File: config.mk
export PLATFORM = sky130hd
export DESIGN_NAME = nbt_bank
export DESIGN_NICKNAME = d
export VERILOG_FILES = /design/src/rtl/nbt_pkg.sv /design/src/rtl/nbt_downcnt.sv /design/src/rtl/nbt_flags.sv /design/src/rtl/nbt_bank.sv
export SDC_FILE = /design/constraint.sdc
export NUM_CORES = 1
export LEC_CHECK = 0
export BUFFER_PORTS_ARGS = -buffer_cell sky130_fd_sc_hd__buf_2
export CAP_MARGIN = 20
export CORE_UTILIZATION = 54
export DETAILED_ROUTE_END_ITERATION = 6
export PLACE_DENSITY = 0.78
export SLEW_MARGIN = 20
export SYNTH_ARGS = -nofsm -noshare
export SYNTH_HDL_FRONTEND = slang
export SYNTH_HIERARCHICAL = 1
export SYNTH_SLANG_ARGS = --single-unit
File: constraint.sdc
create_clock -name clk -period 1.8 [get_ports clk]
set_input_delay 0.09 -clock clk [delete_from_list [all_inputs] [get_ports clk]]
set_output_delay 0.09 -clock clk [all_outputs]
set_load 0.02 [all_outputs]
File: src/rtl/nbt_pkg.sv
package nbt_pkg;
    localparam int NIB       = 4;
    localparam int WIDE      = 2 * NIB;
    localparam int NUM_FLAGS = 3;
    localparam int NUM_CNT   = 4;

    localparam int OP_PRE_RD = 0;
    localparam int OP_PRE_WR = 1;
    localparam int OP_T1_RD  = 2;
    localparam int OP_T1_WR  = 3;
    localparam int OP_T1_SP  = 4;
    localparam int OP_T2_RD  = 5;
    localparam int OP_T2_WRL = 6;
    localparam int OP_T2_WRH = 7;
    localparam int OP_T2_LDL = 8;
    localparam int OP_SH_WR  = 9;
    localparam int OP_TST0   = 10;
    localparam int NUM_OPS   = OP_TST0 + NUM_FLAGS;

    typedef struct packed {
        logic [WIDE-1:0] pre_rel;
        logic [WIDE-1:0] t1_rel_pri;
        logic [WIDE-1:0] t1_rel_spr;
        logic            t1_use_spr;
        logic [WIDE-1:0] t2_rel_lo;
        logic [WIDE-1:0] t2_rel_hi;
        logic            t2_use_hi;
        logic [NIB-1:0]  sh_rel;
        logic [NIB-1:0]  rd_hi;
        logic [NIB-1:0]  rd_lo;
    } bank_t;
endpackage

File: src/rtl/nbt_downcnt.sv
module nbt_downcnt #(
    parameter int W = 8
) (
    input  logic         clk,
    input  logic         rst_n,
    input  logic         en,
    input  logic         ld,
    input  logic [W-1:0] ld_val,
    input  logic [W-1:0] rl_val,
    output logic [W-1:0] cnt,
    output logic         wrap
);
    logic [W-1:0] cnt_d, cnt_q;

    always_comb begin
        wrap  = en && !ld && (cnt_q == '0);
        cnt_d = cnt_q;
        if (ld)
            cnt_d = ld_val;
        else if (wrap)
            cnt_d = rl_val;
        else if (en)
            cnt_d = cnt_q - W'(1);
    end

    always_ff @(posedge clk or negedge rst_n) begin
        if (!rst_n)
            cnt_q <= '0;
        else
            cnt_q <= cnt_d;
    end

    assign cnt = cnt_q;

    p_wrap_reload_r9: assert property (@(posedge clk) disable iff (!rst_n)
        wrap |=> cnt == $past(rl_val));
    p_load_wins_r14: assert property (@(posedge clk) disable iff (!rst_n)
        ld |=> cnt == $past(ld_val));
    p_idle_hold_r3: assert property (@(posedge clk) disable iff (!rst_n)
        (!en && !ld) |=> $stable(cnt));
endmodule

File: src/rtl/nbt_flags.sv
module nbt_flags #(
    parameter int N = 3
) (
    input  logic         clk,
    input  logic         rst_n,
    input  logic [N-1:0] set,
    input  logic [N-1:0] tst,
    input  logic [N-1:0] mask,
    output logic [N-1:0] flag,
    output logic         skip
);
    logic [N-1:0] flag_d, flag_q;
    logic [N-1:0] hit;
    logic         skip_d, skip_q;

    for (genvar i = 0; i < N; i++) begin : g_flag
        assign hit[i]    = tst[i] && !mask[i];
        assign flag_d[i] = set[i] || (flag_q[i] && !hit[i]);

        p_clear_r10: assert property (@(posedge clk) disable iff (!rst_n)
            (tst[i] && !mask[i] && flag[i] && !set[i]) |=> !flag[i]);
        p_masked_nop_r12: assert property (@(posedge clk) disable iff (!rst_n)
            (tst[i] && mask[i] && !set[i]) |=> flag[i] == $past(flag[i]));
        p_set_wins_r13: assert property (@(posedge clk) disable iff (!rst_n)
            set[i] |=> flag[i]);
    end

    always_comb skip_d = |(hit & flag_q);

    always_ff @(posedge clk or negedge rst_n) begin
        if (!rst_n) begin
            flag_q <= '0;
            skip_q <= 1'b0;
        end else begin
            flag_q <= flag_d;
            skip_q <= skip_d;
        end
    end

    assign flag = flag_q;
    assign skip = skip_q;

    p_skip_pulse_r10: assert property (@(posedge clk) disable iff (!rst_n)
        (|(tst & ~mask & flag)) |=> skip);
    p_no_skip_r11: assert property (@(posedge clk) disable iff (!rst_n)
        (|(tst & ~flag) && !(|(tst & flag))) |=> !skip);
endmodule

File: src/rtl/nbt_bank.sv
module nbt_bank
    import nbt_pkg::*;
(
    input  logic                 clk,
    input  logic                 rst_n,
    input  logic [NUM_OPS-1:0]   op,
    input  logic [NIB-1:0]       din_hi,
    input  logic [NIB-1:0]       din_lo,
    input  logic [NUM_CNT-1:0]   cnt_en,
    input  logic [NUM_FLAGS-1:0] irq_mask,
    output logic [NIB-1:0]       dout_hi,
    output logic [NIB-1:0]       dout_lo,
    output logic [NUM_FLAGS-1:0] irq_flag,
    output logic                 skip
);
    bank_t st_d, st_q;

    logic [WIDE-1:0] din_w;
    logic [WIDE-1:0] pre_cnt, t1_cnt, t2_cnt;
    logic [NIB-1:0]  sh_cnt;
    logic            pre_wrap, t1_wrap, t2_wrap, sh_wrap;
    logic            t2_ld;
    logic [WIDE-1:0] t1_rl, t2_rl, t2_ldv;

    assign din_w  = {din_hi, din_lo};
    assign t1_rl  = st_q.t1_use_spr ? st_q.t1_rel_spr : st_q.t1_rel_pri;
    assign t2_rl  = st_q.t2_use_hi ? st_q.t2_rel_hi : st_q.t2_rel_lo;
    assign t2_ld  = op[OP_T2_WRL] || op[OP_T2_WRH] || op[OP_T2_LDL];
    assign t2_ldv = op[OP_T2_LDL] ? st_q.t2_rel_lo : din_w;

    nbt_downcnt #(.W(WIDE)) u_pre (
        .clk(clk), .rst_n(rst_n), .en(cnt_en[0]), .ld(op[OP_PRE_WR]),
        .ld_val(din_w), .rl_val(st_q.pre_rel), .cnt(pre_cnt), .wrap(pre_wrap));

    nbt_downcnt #(.W(WIDE)) u_t1 (
        .clk(clk), .rst_n(rst_n), .en(cnt_en[1]), .ld(op[OP_T1_WR]),
        .ld_val(din_w), .rl_val(t1_rl), .cnt(t1_cnt), .wrap(t1_wrap));

    nbt_downcnt #(.W(WIDE)) u_t2 (
        .clk(clk), .rst_n(rst_n), .en(cnt_en[2]), .ld(t2_ld),
        .ld_val(t2_ldv), .rl_val(t2_rl), .cnt(t2_cnt), .wrap(t2_wrap));

    nbt_downcnt #(.W(NIB)) u_sh (
        .clk(clk), .rst_n(rst_n), .en(cnt_en[3]), .ld(op[OP_SH_WR]),
        .ld_val(din_lo), .rl_val(st_q.sh_rel), .cnt(sh_cnt), .wrap(sh_wrap));

    nbt_flags #(.N(NUM_FLAGS)) u_flags (
        .clk(clk), .rst_n(rst_n),
        .set({sh_wrap, t2_wrap, t1_wrap}),
        .tst(op[OP_TST0 +: NUM_FLAGS]),
        .mask(irq_mask),
        .flag(irq_flag), .skip(skip));

    always_comb begin
        st_d = st_q;
        if (op[OP_PRE_WR])
            st_d.pre_rel = din_w;
        if (op[OP_T1_WR]) begin
            st_d.t1_rel_pri = din_w;
            st_d.t1_use_spr = 1'b0;
        end
        if (op[OP_T1_SP]) begin
            st_d.t1_rel_spr = din_w;
            st_d.t1_use_spr = 1'b1;
        end
        if (op[OP_T2_WRL])
            st_d.t2_rel_lo = din_w;
        if (op[OP_T2_WRH])
            st_d.t2_rel_hi = din_w;
        if (op[OP_T2_LDL])
            st_d.t2_use_hi = 1'b0;
        else if (t2_wrap)
            st_d.t2_use_hi = !st_q.t2_use_hi;
        if (op[OP_SH_WR])
            st_d.sh_rel = din_lo;
        if (op[OP_PRE_RD])
            {st_d.rd_hi, st_d.rd_lo} = pre_cnt;
        if (op[OP_T1_RD])
            {st_d.rd_hi, st_d.rd_lo} = t1_cnt;
        if (op[OP_T2_RD])
            {st_d.rd_hi, st_d.rd_lo} = t2_cnt;
    end

    always_ff @(posedge clk or negedge rst_n) begin
        if (!rst_n)
            st_q <= '0;
        else
            st_q <= st_d;
    end

    assign dout_hi = st_q.rd_hi;
    assign dout_lo = st_q.rd_lo;

    p_onehot_op_r2: assert property (@(posedge clk) disable iff (!rst_n)
        $onehot0(op));
    p_spare_keeps_cnt_r4: assert property (@(posedge clk) disable iff (!rst_n)
        (op[OP_T1_SP] && !cnt_en[1]) |=> $stable(t1_cnt));
    p_t1_src_r5: assert property (@(posedge clk) disable iff (!rst_n)
        (t1_wrap && st_q.t1_use_spr) |=> t1_cnt == $past(st_q.t1_rel_spr));
    p_t2_lo_after_ldl_r7: assert property (@(posedge clk) disable iff (!rst_n)
        op[OP_T2_LDL] |=> (t2_cnt == $past(st_q.t2_rel_lo)) && !st_q.t2_use_hi);
    p_t2_alt_lo_r7: assert property (@(posedge clk) disable iff (!rst_n)
        (t2_wrap && !st_q.t2_use_hi) |=> t2_cnt == $past(st_q.t2_rel_lo));
    p_pre_reload_r3: assert property (@(posedge clk) disable iff (!rst_n)
        pre_wrap |=> pre_cnt == $past(st_q.pre_rel));
    p_short_flag_r8: assert property (@(posedge clk) disable iff (!rst_n)
        (cnt_en[3] && !op[OP_SH_WR] && sh_cnt == '0) |=> irq_flag[2]);
endmodule

* Word-level counts from Yosys, hierarchy flattened *
Cells that the tools add are included.

cells by class
  add/sub/neg operators = 4
  multiplexer cells = 22
  bitwise logic cells = 1
  reduce and logical (&&, ||, !) cells = 42

operators by type and width
  cell                 count
  $mux 8               15
  $logic_not 8->1      3
  $sub 8x1->8 const B  3
  $reduce_bool 3->1    5
  $logic_and 1x1->1    14
  $mux 4               3
  $logic_not 1->1      11
  $logic_or 1x1->1     5
  $logic_not 4->1      1
  $mux 1               4
  $reduce_bool 2->1    2
  $sub 4x1->4 const B  1
  $and 3x3->3          1
  $reduce_or 3->1      1

storage, ports and cells
  bits in registers = 86
  input port bits = 30
  output and inout port bits = 12
  word-level logic and storage cells = 85

* Logic depth before layout (Yosys ltp) *
  word-level depth = 7
  depth in mapped cells = 7
  gate-level depth less buffers = 7

* Modules after synthesis *
The synthesis kept the hierarchy.

by module, submodules not included
  module                   instances  cells an instance  area each (µm²)  seq. area each (µm²)
  nbt_bank                 1          179                2489.9           1351.3
  nbt_downcnt (u_pre ...)  3          63                 564.3            200.2
  nbt_downcnt (u_sh)       1          35                 311.5            100.1
  nbt_flags                1          14                 186.4            100.1

* Worst setup path before layout *
No wires, ideal clock.

  kind = flip-flop to flip-flop
  start = register u_t2.cnt_q[0] (netlist: u_t2/cnt[0])
  end = register u_t2.cnt_q[6] (netlist: u_t2/cnt[6])
  library setup time = 0.125 ns
  arrival = 1.594 ns
  data required time = 1.675 ns
  setup slack = 0.081 ns
  cell stages (with the launch flop) = 7
  buffers on the path = 0
  period minus slack after synthesis = 1.719 ns
  path through = dfrtp_1 > inv_1 > ha_1 > nor4b_4 > nand3b_1 > mux2_1 > mux2_2

on the way
  cells in the longest elaborated chain, start to end = 4
  elaborated cells between the ends (all ways) = 7
  those cells by class = add/sub: 1; mux: 3; reduce/logical: 3

RTL lines
  what                                                   line                                  RTL
  start, declared                                        nbt_downcnt.sv:13                     logic [W-1:0] cnt_d, cnt_q;
  start signal, assigned                                 nbt_downcnt.sv:30                     cnt_q <= cnt_d;
  $sub 8x1->8 / $logic_not 8->1 (equally long branches)  nbt_downcnt.sv:23, nbt_downcnt.sv:16
  $mux 8 / $logic_and 1x1->1 (equally long branches)     nbt_downcnt.sv:22, nbt_downcnt.sv:16
  $mux 8                                                 nbt_downcnt.sv:20                     else if (wrap)
  $mux 8                                                 nbt_downcnt.sv:18                     if (ld)

Parallel ways exist; a longest one is shown, timed or not. The select of a mux whose other input is x is not followed.
A chain may end at the register's enable or synchronous reset.

* Final worst setup path *
  start = register u_t1.cnt_q[1] (netlist: u_t1/cnt[1])
  end = register u_t1.cnt_q[6] (netlist: u_t1/cnt[6])

on the way
  cells in the longest elaborated chain, start to end = 4
  elaborated cells between the ends (all ways) = 7
  those cells by class = add/sub: 1; mux: 3; reduce/logical: 3

RTL lines
  what                                                   line
  start, declared                                        nbt_downcnt.sv:13
  start signal, assigned                                 nbt_downcnt.sv:30
  $sub 8x1->8 / $logic_not 8->1 (equally long branches)  nbt_downcnt.sv:23, nbt_downcnt.sv:16
  $mux 8 / $logic_and 1x1->1 (equally long branches)     nbt_downcnt.sv:22, nbt_downcnt.sv:16
  $mux 8                                                 nbt_downcnt.sv:20
  $mux 8                                                 nbt_downcnt.sv:18

Parallel ways exist; a longest one is shown, timed or not. The select of a mux whose other input is x is not followed.

==> flow_metrics.env <==
export IMPL_status="finished clean"
export IMPL_synth_cells=417
export IMPL_syn_area_per_cell_sq_um=11.22
export IMPL_cts_buffers=9
export IMPL_core_sq_mm=0.008299
export IMPL_cts_max_path_buffers=2
export IMPL_wirelength_um=10730
export IMPL_die_x_um=95.10
export IMPL_antenna_found_initial=0
export IMPL_critical_path_endpoint_type="register"
export IMPL_grt_pass1_wl_um=16950
export IMPL_area_growth_pct=14.01
export IMPL_rows=33
export IMPL_pin_count=42
export IMPL_arrival_ns=2.01
export IMPL_wl_per_cell_um=18.47
export IMPL_tightest_slew_ns=0.4949
export IMPL_synth_compound_area_frac=0.1462
export IMPL_grt_max_degree=57
export IMPL_dpl_hpwl_um=7549
export IMPL_cts_htree_levels=3
export IMPL_path_class="reg2reg"
export IMPL_finalHoldViolations=0
export IMPL_clk_latency_ns=0.35
export IMPL_cts_tree="built"
export IMPL_leakagePower_uw=0.002316
export IMPL_vias_per_cell=6.117
export IMPL_dieHeight_um=95.10
export IMPL_maxSlewHeadroom=0.6682
export IMPL_period_minus_slack_ns=1.774
export IMPL_grt_ovfl_total=0
export IMPL_synth_xor_area_frac=0.007485
export IMPL_r2r_cells=6
export IMPL_r2r_end="u_t1/cnt[6]"
export IMPL_diodes=0
export IMPL_hold_depth=3
export IMPL_cp_max_fo=6
export IMPL_grt_pass1_vias=3442
export IMPL_reg2reg_from="u_t1/cnt[1]"
export IMPL_max_cap_violations=0
export IMPL_grt_use_total=0.2489
export IMPL_drc=0
export IMPL_min_path_type="in2reg"
export IMPL_ctsRootBufferMaster="clkbuf_8"
export IMPL_powerDensity_mw_per_mm2=878.3
export IMPL_reg2reg_slack_ns=0.03
export IMPL_numClockSinks=86
export IMPL_syn_nets=452
export IMPL_placed_area_sq_mm=0.005059
export IMPL_fin_crit_sh=0.9853
export IMPL_drt_iter0_drc=223
export IMPL_yosysWarnings=6
export IMPL_hp_start="op[12]"
export IMPL_rsz0062_at_grt="true"
export IMPL_dr_pass1_iters=4
export IMPL_synth_top_family_by_area="multiplexers"
export IMPL_portBuffers=41
export IMPL_synth_adder_area_share=0.01337
export IMPL_cp_start_kind="register"
export IMPL_setup_viol=0
export IMPL_antenna_left=0
export IMPL_final_nets=507
export IMPL_drive_gt1_frac=0.3739
export IMPL_synth_area_mux_share=0.1887
export IMPL_synth_simple_area_share=0.1435
export IMPL_clock_skew_ns=0.01093
export IMPL_max_freq_mhz=563.8
export IMPL_syn_area_sq_mm=0.004681
export IMPL_ir_worst_vdd_uv=531.9
export IMPL_required_ns=2.03
export IMPL_final_util=0.6430
export IMPL_path_clk_slew_ns=0.09
export IMPL_ys_ff_latch=86
export IMPL_drv_slew=0
export IMPL_dieArea_sq_mm=0.009044
export IMPL_fill_cells=632
export IMPL_synth_ff_type="dfrtp_1"
export IMPL_vias=3554
export IMPL_synth_distinct_cells=49
export IMPL_stdcell_area_sq_mm=0.005336
export IMPL_synth_edff_count=0
export IMPL_seq_area_frac_synth=0.4598
export IMPL_gp_congestion=0.8894
export IMPL_holdPathEnd="u_flags/skip"
export IMPL_async_flop_share=1.000
export IMPL_initial_utilization=0.5640
export IMPL_cp_startpoint="u_t1/cnt[1]"
stage by stage:
step	setup WS, ns	setup TNS (ns)	cells	power [uW]	hold slack, ns
global route	-0.05598	-0.08255	581	4914	0.01873
finish	0.02645	0	581	4687	0.01992
floorplan	0.08134	0	417	2972	-0.2056
detailed placement	0.05640	0	562	3313	0.05295
global placement	0.1239	0	562	3270	0.05249
CTS	0.03537	0	578	4668	0.009820
worst max path at each step:
stage	slack, ns	end
after global placement	0.12	u_t1/cnt[6]
after CTS	0.04	u_pre/cnt[6]
after floorplan	0.08	u_t2/cnt[6]
after detailed placement	0.06	u_pre/cnt[6]
final	0.03	u_t1/cnt[6]
after global routing	-0.06	u_t1/cnt[6]
sequential cells by signal (all words and copies together), names as in the netlist:
name / count
u_flags/skip: 1
u_sh/cnt: 4
dout_hi: 4
u_pre/cnt: 8
u_flags/flag: 3
u_t2/cnt: 8
st_q: 46
dout_lo: 4
u_t1/cnt: 8
cells in the mapped netlist (all sizes together) (4+ instances only):
| master | number | area share |
|---|---|---|
| a22oi | 22 | 0.035 |
| a31oi | 4 | 0.0053 |
| nand3b | 4 | 0.0064 |
| nor2 | 21 | 0.017 |
| and3b | 8 | 0.015 |
| dfrtp | 86 | 0.46 |
| mux2i | 5 | 0.011 |
| clkbuf | 4 | 0.0032 |
| nand2b | 10 | 0.017 |
| nor3b | 7 | 0.011 |
| ha | 5 | 0.013 |
| o221ai | 4 | 0.0088 |
| mux2 | 74 | 0.18 |
| buf | 19 | 0.026 |
| nand2 | 13 | 0.010 |
| inv | 14 | 0.011 |
| nor3 | 10 | 0.012 |
| o21ai | 32 | 0.034 |
| a21oi | 22 | 0.024 |
| o211ai | 4 | 0.0064 |
| a21o | 4 | 0.0064 |
power breakdown:
group          total (uW)  switching [uW]  internal [uW]  leakage, uW
Clock                1350             681            674    0.0000983
Sequential           2330             188           2140      0.00103
Combinational        1010             508            497      0.00119
Total                4690            1380           3310      0.00232
logic make-up (layout without fill, tap and decap cells):
kind of cell               Yosys count  after routing
DFF                                 86             86
and+or+nand+nor                     99             99
buffers and inverters               37             96
adders and majority gates            5              5
muxes                               79             79
AOI/OAI and AO/OA                  107            107
xor gates and xnor gates             4              4
layout make-up:
cell class | count | area, sq um | share of cell area
Clock buffer | 10 | 137.6 | 0.02579
Clock inverter | 5 | 60.06 | 0.01125
Inverter | 14 | 52.55 | 0.009848
Multi-Input combinational cell | 294 | 2385 | 0.4469
Sequential cell | 86 | 2152 | 0.4033
Tap cell | 105 | 131.4 | 0.02462
Timing Repair Buffer | 67 | 417.9 | 0.07831
per-layer routing:
metal,up-vias,global-route usage,share of wire
li1,1653,-,-
met1,1783,0.3333,0.44
met2,98,0.4054,0.49
met3,20,0.03668,0.042
met4,0,0.09975,0.021
met5,-,0,0
timing repair:
action                                  CTS  global route
setup buffers                             0             3
endpoints found under the hold margin    30             0
hold buffers                              1             0
resized for setup                         0            11
endpoints found under the setup margin    0             7
worst max-delay path, cell delays in order (launching register included):
cell and delay, ns:
dfrtp_1 0.41, inv_2 0.08, ha_4 0.13, nor4b_4 0.31
nand3b_1 0.16, mux2_4 0.32, mux2_2 0.26
placed cells by master (no fill, tap or decap), types with 4 or more instances in the layout:
master    count
nor3b_1       7
buf_4        25
inv_1        12
buf_2        40
dfrtp_1      86
and3b_1       8
nor3_1        8
a31oi_1       4
mux2_2       71
mux2i_1       5
a21o_1        4
o21ai_0      12
nand2_1      13
nand2b_1      8
a22oi_1      22
nand3b_1      4
nor2_1       21
o211ai_1      4
a21oi_1      22
clkbuf_8     10
o21ai_1      20
Note: power is estimated with default switching activity, not from simulation.
